File: src/rtl/drc_pkg.sv
`timescale 1ns/1ps
package drc_pkg;
  typedef enum logic [2:0] {
    ST_IDLE,
    ST_ROW,
    ST_COL,
    ST_DONE,
    ST_REF,
    ST_PRE
  } drc_state_e;
endpackage

File: src/rtl/drc_ref_timer.sv
`timescale 1ns/1ps
module drc_ref_timer #(
  parameter int REF_PERIOD = 64,
  parameter int ROW_W      = 8
) (
  input  logic             clk_i,
  input  logic             rst_ni,
  input  logic             take_i,
  input  logic             done_i,
  output logic             pend_o,
  output logic [ROW_W-1:0] row_o
);
  localparam int TW = (REF_PERIOD > 2) ? $clog2(REF_PERIOD) : 1;

  logic [TW-1:0]    cnt_q;
  logic             pend_q;
  logic [ROW_W-1:0] row_q;
  logic             tick;

  assign tick = (cnt_q == TW'(REF_PERIOD - 1));

  always_ff @(posedge clk_i or negedge rst_ni) begin
    if (!rst_ni) begin
      cnt_q  <= '0;
      pend_q <= 1'b0;
      row_q  <= '0;
    end else begin
      cnt_q <= tick ? '0 : cnt_q + 1'b1;
      // a new tick wins over a grant in the same cycle
      if (tick)        pend_q <= 1'b1;
      else if (take_i) pend_q <= 1'b0;
      if (done_i) row_q <= row_q + 1'b1;
    end
  end

  assign pend_o = pend_q;
  assign row_o  = row_q;

  p_row_step_r8: assert property (@(posedge clk_i) disable iff (!rst_ni)
    (row_q != $past(row_q)) |-> (row_q == $past(row_q) + 1'b1));

  p_pend_sticky_r7: assert property (@(posedge clk_i) disable iff (!rst_ni)
    (pend_q && !take_i) |=> pend_q);
endmodule

File: src/rtl/drc_ras_dec.sv
`timescale 1ns/1ps
module drc_ras_dec #(
  parameter int BANK_W = 2,
  localparam int NBANK = 1 << BANK_W
) (
  input  logic              en_i,
  input  logic              all_i,
  input  logic [BANK_W-1:0] bank_i,
  output logic [NBANK-1:0]  ras_no
);
  for (genvar g = 0; g < NBANK; g++) begin : g_bank
    assign ras_no[g] = !(all_i || (en_i && (bank_i == BANK_W'(g))));
  end
endmodule

File: src/rtl/drc_seq.sv
`timescale 1ns/1ps
module drc_seq
  import drc_pkg::*;
#(
  parameter int ROW_W   = 8,
  parameter int BANK_W  = 2,
  parameter int CAS_CYC = 2,
  parameter int REF_CYC = 3,
  localparam int ADDR_W = 2 * ROW_W
) (
  input  logic              clk_i,
  input  logic              rst_ni,
  input  logic              req_i,
  input  logic              we_i,
  input  logic [ADDR_W-1:0] addr_i,
  input  logic [BANK_W-1:0] bank_i,
  input  logic              ref_pend_i,
  input  logic [ROW_W-1:0]  ref_row_i,
  output logic              ref_take_o,
  output logic              ref_done_o,
  output logic              ack_o,
  output logic [ROW_W-1:0]  dram_addr_o,
  output logic              ras_en_o,
  output logic              ras_all_o,
  output logic [BANK_W-1:0] bank_o,
  output logic              cas_no,
  output logic              we_no
);
  localparam int MAXC = (CAS_CYC > REF_CYC) ? CAS_CYC : REF_CYC;
  localparam int CNT_W = (MAXC > 1) ? $clog2(MAXC) : 1;

  drc_state_e        st_q, st_d;
  logic [CNT_W-1:0]  cnt_q, cnt_d;
  logic [ADDR_W-1:0] addr_q;
  logic [BANK_W-1:0] bank_q;
  logic              wr_q;
  logic              grant;

  assign grant = (st_q == ST_IDLE) && !ref_pend_i && req_i;

  always_comb begin
    st_d  = st_q;
    cnt_d = cnt_q;
    unique case (st_q)
      ST_IDLE: begin
        cnt_d = '0;
        if (ref_pend_i) st_d = ST_REF;
        else if (req_i) st_d = ST_ROW;
      end
      ST_ROW: begin
        st_d  = ST_COL;
        cnt_d = '0;
      end
      ST_COL: begin
        if (cnt_q == CNT_W'(CAS_CYC - 1)) st_d = ST_DONE;
        else cnt_d = cnt_q + 1'b1;
      end
      ST_DONE: st_d = ST_IDLE;
      ST_REF: begin
        if (cnt_q == CNT_W'(REF_CYC - 1)) st_d = ST_PRE;
        else cnt_d = cnt_q + 1'b1;
      end
      ST_PRE:  st_d = ST_IDLE;
      default: st_d = ST_IDLE;
    endcase
  end

  always_ff @(posedge clk_i or negedge rst_ni) begin
    if (!rst_ni) begin
      st_q   <= ST_IDLE;
      cnt_q  <= '0;
      addr_q <= '0;
      bank_q <= '0;
      wr_q   <= 1'b0;
    end else begin
      st_q  <= st_d;
      cnt_q <= cnt_d;
      if (grant) begin
        addr_q <= addr_i;
        bank_q <= bank_i;
        wr_q   <= we_i;
      end
    end
  end

  always_comb begin
    unique case (st_q)
      ST_REF, ST_PRE: dram_addr_o = ref_row_i;
      ST_ROW:         dram_addr_o = addr_q[ADDR_W-1:ROW_W];
      default:        dram_addr_o = addr_q[ROW_W-1:0];
    endcase
  end

  assign ras_en_o   = (st_q == ST_ROW) || (st_q == ST_COL);
  assign ras_all_o  = (st_q == ST_REF);
  assign bank_o     = bank_q;
  assign cas_no     = (st_q != ST_COL);
  // early write: WE falls with RAS, one clock ahead of CAS
  assign we_no      = !(wr_q && ras_en_o);
  assign ack_o      = (st_q == ST_DONE);
  assign ref_take_o = (st_q == ST_IDLE) && ref_pend_i;
  assign ref_done_o = (st_q == ST_PRE);

  p_ref_first_r9: assert property (@(posedge clk_i) disable iff (!rst_ni)
    (st_q == ST_IDLE && ref_pend_i) |=> (st_q == ST_REF));

  p_col_follows_row_r4: assert property (@(posedge clk_i) disable iff (!rst_ni)
    (st_q == ST_ROW) |=> (!cas_no && $stable(bank_q)));
endmodule

File: src/rtl/dram_bank_mux.sv
`timescale 1ns/1ps
module dram_bank_mux #(
  parameter int ROW_W      = 8,
  parameter int BANK_W     = 2,
  parameter int CAS_CYC    = 2,
  parameter int REF_CYC    = 3,
  parameter int REF_PERIOD = 64,
  localparam int ADDR_W    = 2 * ROW_W,
  localparam int NBANK     = 1 << BANK_W
) (
  input  logic              clk_i,
  input  logic              rst_ni,
  input  logic              req_i,
  input  logic              we_i,
  input  logic [ADDR_W-1:0] addr_i,
  input  logic [BANK_W-1:0] bank_i,
  output logic              ack_o,
  output logic [ROW_W-1:0]  dram_addr_o,
  output logic [NBANK-1:0]  ras_no,
  output logic              cas_no,
  output logic              we_no
);
  logic              ref_pend, ref_take, ref_done;
  logic [ROW_W-1:0]  ref_row;
  logic              ras_en, ras_all;
  logic [BANK_W-1:0] bank_sel;

  drc_ref_timer #(
    .REF_PERIOD(REF_PERIOD),
    .ROW_W     (ROW_W)
  ) u_timer (
    .clk_i (clk_i),
    .rst_ni(rst_ni),
    .take_i(ref_take),
    .done_i(ref_done),
    .pend_o(ref_pend),
    .row_o (ref_row)
  );

  drc_seq #(
    .ROW_W  (ROW_W),
    .BANK_W (BANK_W),
    .CAS_CYC(CAS_CYC),
    .REF_CYC(REF_CYC)
  ) u_seq (
    .clk_i      (clk_i),
    .rst_ni     (rst_ni),
    .req_i      (req_i),
    .we_i       (we_i),
    .addr_i     (addr_i),
    .bank_i     (bank_i),
    .ref_pend_i (ref_pend),
    .ref_row_i  (ref_row),
    .ref_take_o (ref_take),
    .ref_done_o (ref_done),
    .ack_o      (ack_o),
    .dram_addr_o(dram_addr_o),
    .ras_en_o   (ras_en),
    .ras_all_o  (ras_all),
    .bank_o     (bank_sel),
    .cas_no     (cas_no),
    .we_no      (we_no)
  );

  drc_ras_dec #(
    .BANK_W(BANK_W)
  ) u_dec (
    .en_i  (ras_en),
    .all_i (ras_all),
    .bank_i(bank_sel),
    .ras_no(ras_no)
  );

  p_one_bank_r2: assert property (@(posedge clk_i) disable iff (!rst_ni)
    !cas_no |-> ($countones(~ras_no) == 1));

  p_ack_idle_r5: assert property (@(posedge clk_i) disable iff (!rst_ni)
    ack_o |-> (ras_no == '1 && cas_no && we_no));

  p_ref_quiet_r7: assert property (@(posedge clk_i) disable iff (!rst_ni)
    (ras_no == '0) |-> (cas_no && we_no));

  p_early_we_r6: assert property (@(posedge clk_i) disable iff (!rst_ni)
    $fell(cas_no) |-> $stable(we_no));
endmodule

File: config.mk
export PLATFORM = sky130hd
export DESIGN_NAME = dram_bank_mux
export DESIGN_NICKNAME = d
export VERILOG_FILES = /design/src/rtl/drc_pkg.sv /design/src/rtl/drc_ref_timer.sv /design/src/rtl/drc_ras_dec.sv /design/src/rtl/drc_seq.sv /design/src/rtl/dram_bank_mux.sv
export SDC_FILE = /design/constraint.sdc
export NUM_CORES = 1
export LEC_CHECK = 0
export ABC_CLOCK_PERIOD_IN_PS = 1600
export BUFFER_PORTS_ARGS = -buffer_cell sky130_fd_sc_hd__buf_2
export CAP_MARGIN = 40
export CORE_MARGIN = 2
export CORE_UTILIZATION = 48
export DETAILED_ROUTE_END_ITERATION = 6
export GPL_TIMING_DRIVEN = 0
export PLACE_DENSITY_LB_ADDON = 0.2
export SLEW_MARGIN = 25
export SYNTH_ARGS = -nofsm -noshare
export SYNTH_HDL_FRONTEND = slang
export SYNTH_SLANG_ARGS = --single-unit
File: constraint.sdc
create_clock -name clk_i -period 1.6 [get_ports clk_i]
set_input_delay 0 -clock clk_i [delete_from_list [all_inputs] [get_ports clk_i]]
set_output_delay 0 -clock clk_i [all_outputs]
set_load 0.1 [all_outputs]
* Word level (Yosys, flattened, before mapping)
Cells that the tools add are included.
** Word-level totals
- Word-level logic and storage cells :: 67
- Bits in registers :: 39
- Output and inout bits :: 15
- Input port bits :: 22
** Cells by class
- Equality and inequality tests :: 17
- Mux-type cells :: 12
- Reduce and logical (&&, ||, !) cells :: 27
- Add/subtract/negate cells :: 3
** Operator list (count)
- one-hot mux 8 bit (2 select lines) :: 1
- 2-to-1 mux 3 bit :: 4
- one-hot mux 3 bit (4 select lines) :: 1
- adder 8 x 1 -> 8 bit, second input constant :: 1
- logical AND 1 bit :: 8
- adder 6 x 1 -> 6 bit, second input constant :: 1
- == test 2 bit, second input constant :: 3
- == test 3 x 2 -> 1 bit, second input constant :: 2
- == test 3 bit, second input constant :: 2
- == test 6 bit, second input constant :: 1
- logical NOT 1 bit :: 6
- 2-to-1 mux 6 bit :: 1
- != test 2 bit, second input constant :: 3
- one-hot mux 2 bit (3 select lines) :: 1
- AND reduction 3 bit :: 2
- logical OR 1 bit :: 5
- == test 2 x 1 -> 1 bit, second input constant :: 2
- 2-to-1 mux 2 bit :: 2
- OR reduction 2 bit :: 2
- == test 3 x 1 -> 1 bit, second input constant :: 1
- logical NOT 3 bit :: 1
- != test 3 x 2 -> 1 bit, second input constant :: 1
- != test 3 bit, second input constant :: 1
- nonzero test 3 bit :: 1
- other kinds (5) :: 6

* Depth between registers and ports, before layout
- Depth after elaboration :: 5
- Gate-level depth with buffers :: 5
- Mapped depth without buffers :: 5

* Hierarchy
From an unflattened synthesis, not the netlist that was laid out.
** Second synthesis, totals
- Cells, all modules :: 163
- Area total of the unflattened synthesis :: 1898.1 sq um
** By module, submodules not included
- drc_seq :: sequential area each 600.6 sq um, area each 1243.7 sq um, times used 1, cells an instance 107
- drc_ref_timer :: sequential area each 375.4 sq um, area each 621.8 sq um, times used 1, cells an instance 50
- drc_ras_dec :: sequential area each 0.0 sq um, area each 32.5 sq um, times used 1, cells an instance 6

* Least setup slack after synthesis
No wires, ideal clock.
- Path kind :: register to output
- Start point :: register u_seq.st_q[2]
- End point :: output port dram_addr_o[1]
- Data arrival time :: 3.049 ns
- Stages on the path, launching flop included :: 6
- Path buffers :: 2
- Required time :: 1.600 ns
- Slack :: -1.449 ns
- Cells stage by stage :: dfrtp_1 -> buf_4 -> nor2b_1 -> buf_1 -> a22oi_1 -> o21ai_0
** On the way
- Longest elaborated chain between the ends :: 3
- Elaborated cells between the ends (all ways) :: 5
- Classes of those cells :: eq/ne (3); mux (1); reduce/logical (1)
** Ends and longest elaborated chain
- from (decl) :: line drc_seq.sv:32 : drc_state_e st_q, st_d;
- from (signal assigned) :: line drc_seq.sv:76 : st_q <= st_d;
- == test 3 bit :: line drc_seq.sv:87 : unique case (st_q)
- OR reduction 2 bit :: line drc_seq.sv:87
- one-hot mux 8 bit (2 select lines) (*) :: line drc_seq.sv:87
- to (decl) :: line dram_bank_mux.sv:18 : output logic [ROW_W-1:0] dram_addr_o,
Mark *: on every way between the ends. The rest lies on a longest branch, timed or not.

* Worst setup path after layout
- Start point :: register u_seq.st_q[0]
- End point :: output port dram_addr_o[6]
The elaborated chain is that of the path after synthesis.

==> out/metrics.cfg <==
[run_status]
status=complete, but fails checks
violations=negative setup slack

[routing]
first_iter_violations=70
ant_nets=0
drc=0
wirelength_mm=6.00
vias=1724
viasPerCell=5.56
firstDrtPassIters=4
wl_per_cell_um=19.3

[clock_network]
cts_tree=yes
cts_max_level=2
cts_buffers=5
cts.sinks=39
path_clk_slew_ns=0.08
cts-root-to-sink-buffers=2
cts_root_buffer=clkbuf_8
insertion_delay_ns=0.29

[synthesis]
synth_flop_cell=dfrtp_1
ys_seq_area_share_pct=49.2
synth_edf_count=0
synth.distinct_cells=40
ys_warn_count=0
syn-num-nets=199
synth_area_per_cell_um2=11.5
synthCells=173
synthArstFlopShare_pct=100
ys_seq_elements=39
synth_area_um2=1980

[flow_run]
drv_cap=0

[sta]
hold_violations=0
layout_setup_ws_ns=-0.0498
fin_crit_sh_pct=103
worst_pin_slew_ns=0.460
finalCriticalPeriod_ns=1.65
slew_viol_final=0
fin_skew_ns=0.00415
maxSlewHeadroom_pct=69.3
hold_slack_ns=0.186
rsz0062_at_grt=true
setup_viol=22
fmax_ghz=0.606

[finish]
fillers=212
layout-drive-gt1-share_pct=54.6
fin_area_um2=3300
area_growth_pct=66.5
fin_nets=286
antenna_cells=0

[grt]
grtUsageTotal_pct=26.4
grt_pass1_vias=1686
grt_pass1_wl_mm=8.69
grt_max_degree=23
antenna_found_initial=0
grt-ovfl-total=0

[worst_setup_path]
startpoint_type=flop
path_cells=buf_6, buf_8, o21bai_4, buf_12, nand2_2, o21ai_2, buf_12
critPathMaxFanout=8
crit_start=u_seq.st_q[0]$_DFFE_PN0P_
required_ns=1.60
cp-end-kind=output port
timing.rr.start=u_seq.st_q[2]$_DFFE_PN0P_
slowest_delay_ns=0.39
path_common_cell=buf_12
cp_slowest_cell=dfrtp_1
path_class=flop to output port
reg2regPathDepth=6
arrival_ns=1.65

[placement]
place_congestion=0.834
hpwl_mm=3.15
portBuffers=36
placed_area_um2=2320

[die]
initial_core_util_pct=49.5
die_x_um=68.3
core_area_um2=4000
die_h_um=68.3
io-pin-count=37
die_area_um2=4660
rows=23

[hold_path]
hp-class=primary input to asynchronous set/reset pin

## path summary, 6_finish.rpt
check,to,slack [ns]
setup / recovery,dram_addr_o[6],-0.05
hold / removal,u_seq.addr_q[3]$_DFFE_PN0P_,0.19
setup reg to reg,u_seq.addr_q[13]$_DFFE_PN0P_,-0.03
hold reg to reg,u_timer.cnt_q[5]$_DFF_PN0_,0.49
max in group asynchronous,u_seq.st_q[1]$_DFFE_PN0P_,0.93
min in group clk_i,u_seq.st_q[0]$_DFFE_PN0P_,0.21
## cell usage after synthesis (3+ instances only)
library cell	count	area [µm²]
dfrtp_1	39	976
nand2_1	15	56.3
mux2_2	12	135
mux2_4	10	150
o21ai_0	9	45.0
a22oi_1	8	60.1
nor2_1	7	26.3
nor3_1	6	30.0
xnor2_1	6	52.6
xor2_1	6	52.6
nand3_1	5	25.0
a21oi_1	4	20.0
buf_2	4	20.0
ha_1	4	50.1
inv_1	3	11.3
nand4_1	3	18.8
nor2b_1	3	18.8
o21a_1	3	22.5
## cell type report
type	count	area, µm²	share of cell area, %
inverter	3	11.3	0.341
sequential	39	977	29.6
multi-input combinational	121	1180	35.7
timing repair buffer	80	852	25.8
clock buffer	6	82.6	2.50
tap	50	62.6	1.90
buffer	10	131	3.98
clock inverter	1	5.00	0.152
## registers in the layout, indices dropped and copies added (netlist names)
register and flops:
u_timer.cnt_q 6, u_seq.cnt_q 2, u_timer.pend_o 1, u_timer.row_o 8, u_seq.wr_q 1, u_seq.st_q 3, u_seq.addr_q 16, u_seq.bank_o 2
## metrics by stage
step	TNS [ns]	cells	setup WS (ns)	util, %
2_1_floorplan	-1.76	173	-0.207	-
3_3_place_gp	-2.80	259	-0.409	57.4
3_5_place_dp	-3.35	260	-0.441	58.1
4_1_cts	-0.111	296	-0.0229	75.3
5_1_grt	-1.42	310	-0.0839	82.5
6_report	-0.585	310	-0.0498	82.5
## layout by cell type, fill, tap and decap left out, types with 2 or more instances in the layout
cell / synthesis / routed
buf_4: 1 / 18
a2bb2oi_4: 0 / 2
nand2_1: 15 / 7
nor2_1: 7 / 5
o21ai_2: 0 / 3
o21a_2: 0 / 2
nor2b_4: 0 / 2
ha_1: 4 / 4
dfrtp_1: 39 / 38
nor3_4: 1 / 2
a22oi_2: 0 / 7
mux2_2: 12 / 12
nand3_1: 5 / 5
mux2_4: 10 / 10
nand4_1: 3 / 3
a21oi_1: 4 / 2
buf_2: 4 / 21
xor2_1: 6 / 6
buf_6: 2 / 8
nand2_4: 0 / 2
nor3_1: 6 / 5
inv_1: 3 / 3
nand2_2: 0 / 6
clkbuf_8: 0 / 6
a31oi_1: 2 / 2
dlygate4sd3_1: 0 / 20
xnor2_1: 6 / 6
clkbuf_16: 0 / 2
o21ai_4: 0 / 5
buf_8: 0 / 2
nor2_2: 0 / 2
buf_12: 0 / 17
## per-layer routing
layer	track usage (%)	vias to the layer above	part of all wire, %
met5	0	-	0
met4	9.00	0	1.7
met3	6.58	11	4.1
met2	45.3	58	54
met1	32.3	868	40
li1	-	787	-
## critical path: cells and delay by family, from the launching register on
family,cells,cell delay [ns]
and+or+nand+nor,1,0.07
AOI/OAI and AO/OA,2,0.25
buffers and inverters,4,0.64
DFF,1,0.39
## cells by family after synthesis
group	share of synthesized area [%]
XOR/XNOR	5.30
buffers and inverters	3.66
multiplexers	14.4
AO/OA/AOI/OAI	10.9
AND/OR/NAND/NOR	14.0
flip-flops	49.2
adder cells (fa/ha/maj)	2.53
## repair_timing
| action | 4_1_cts | 5_1_grt |
|---|---|---|
| pin swaps | 7 | 4 |
| resized for setup | 88 | 29 |
| setup endpoints to repair | 16 | 24 |
| buffers inserted | 9 | 11 |
| hold endpoints to repair | 58 | 0 |
| gates cloned | 0 | 3 |
| hold buffers | 20 | 0 |
Power is not shown: default switching activity piles up to over one toggle a cycle in this logic, so the estimate is an artifact.
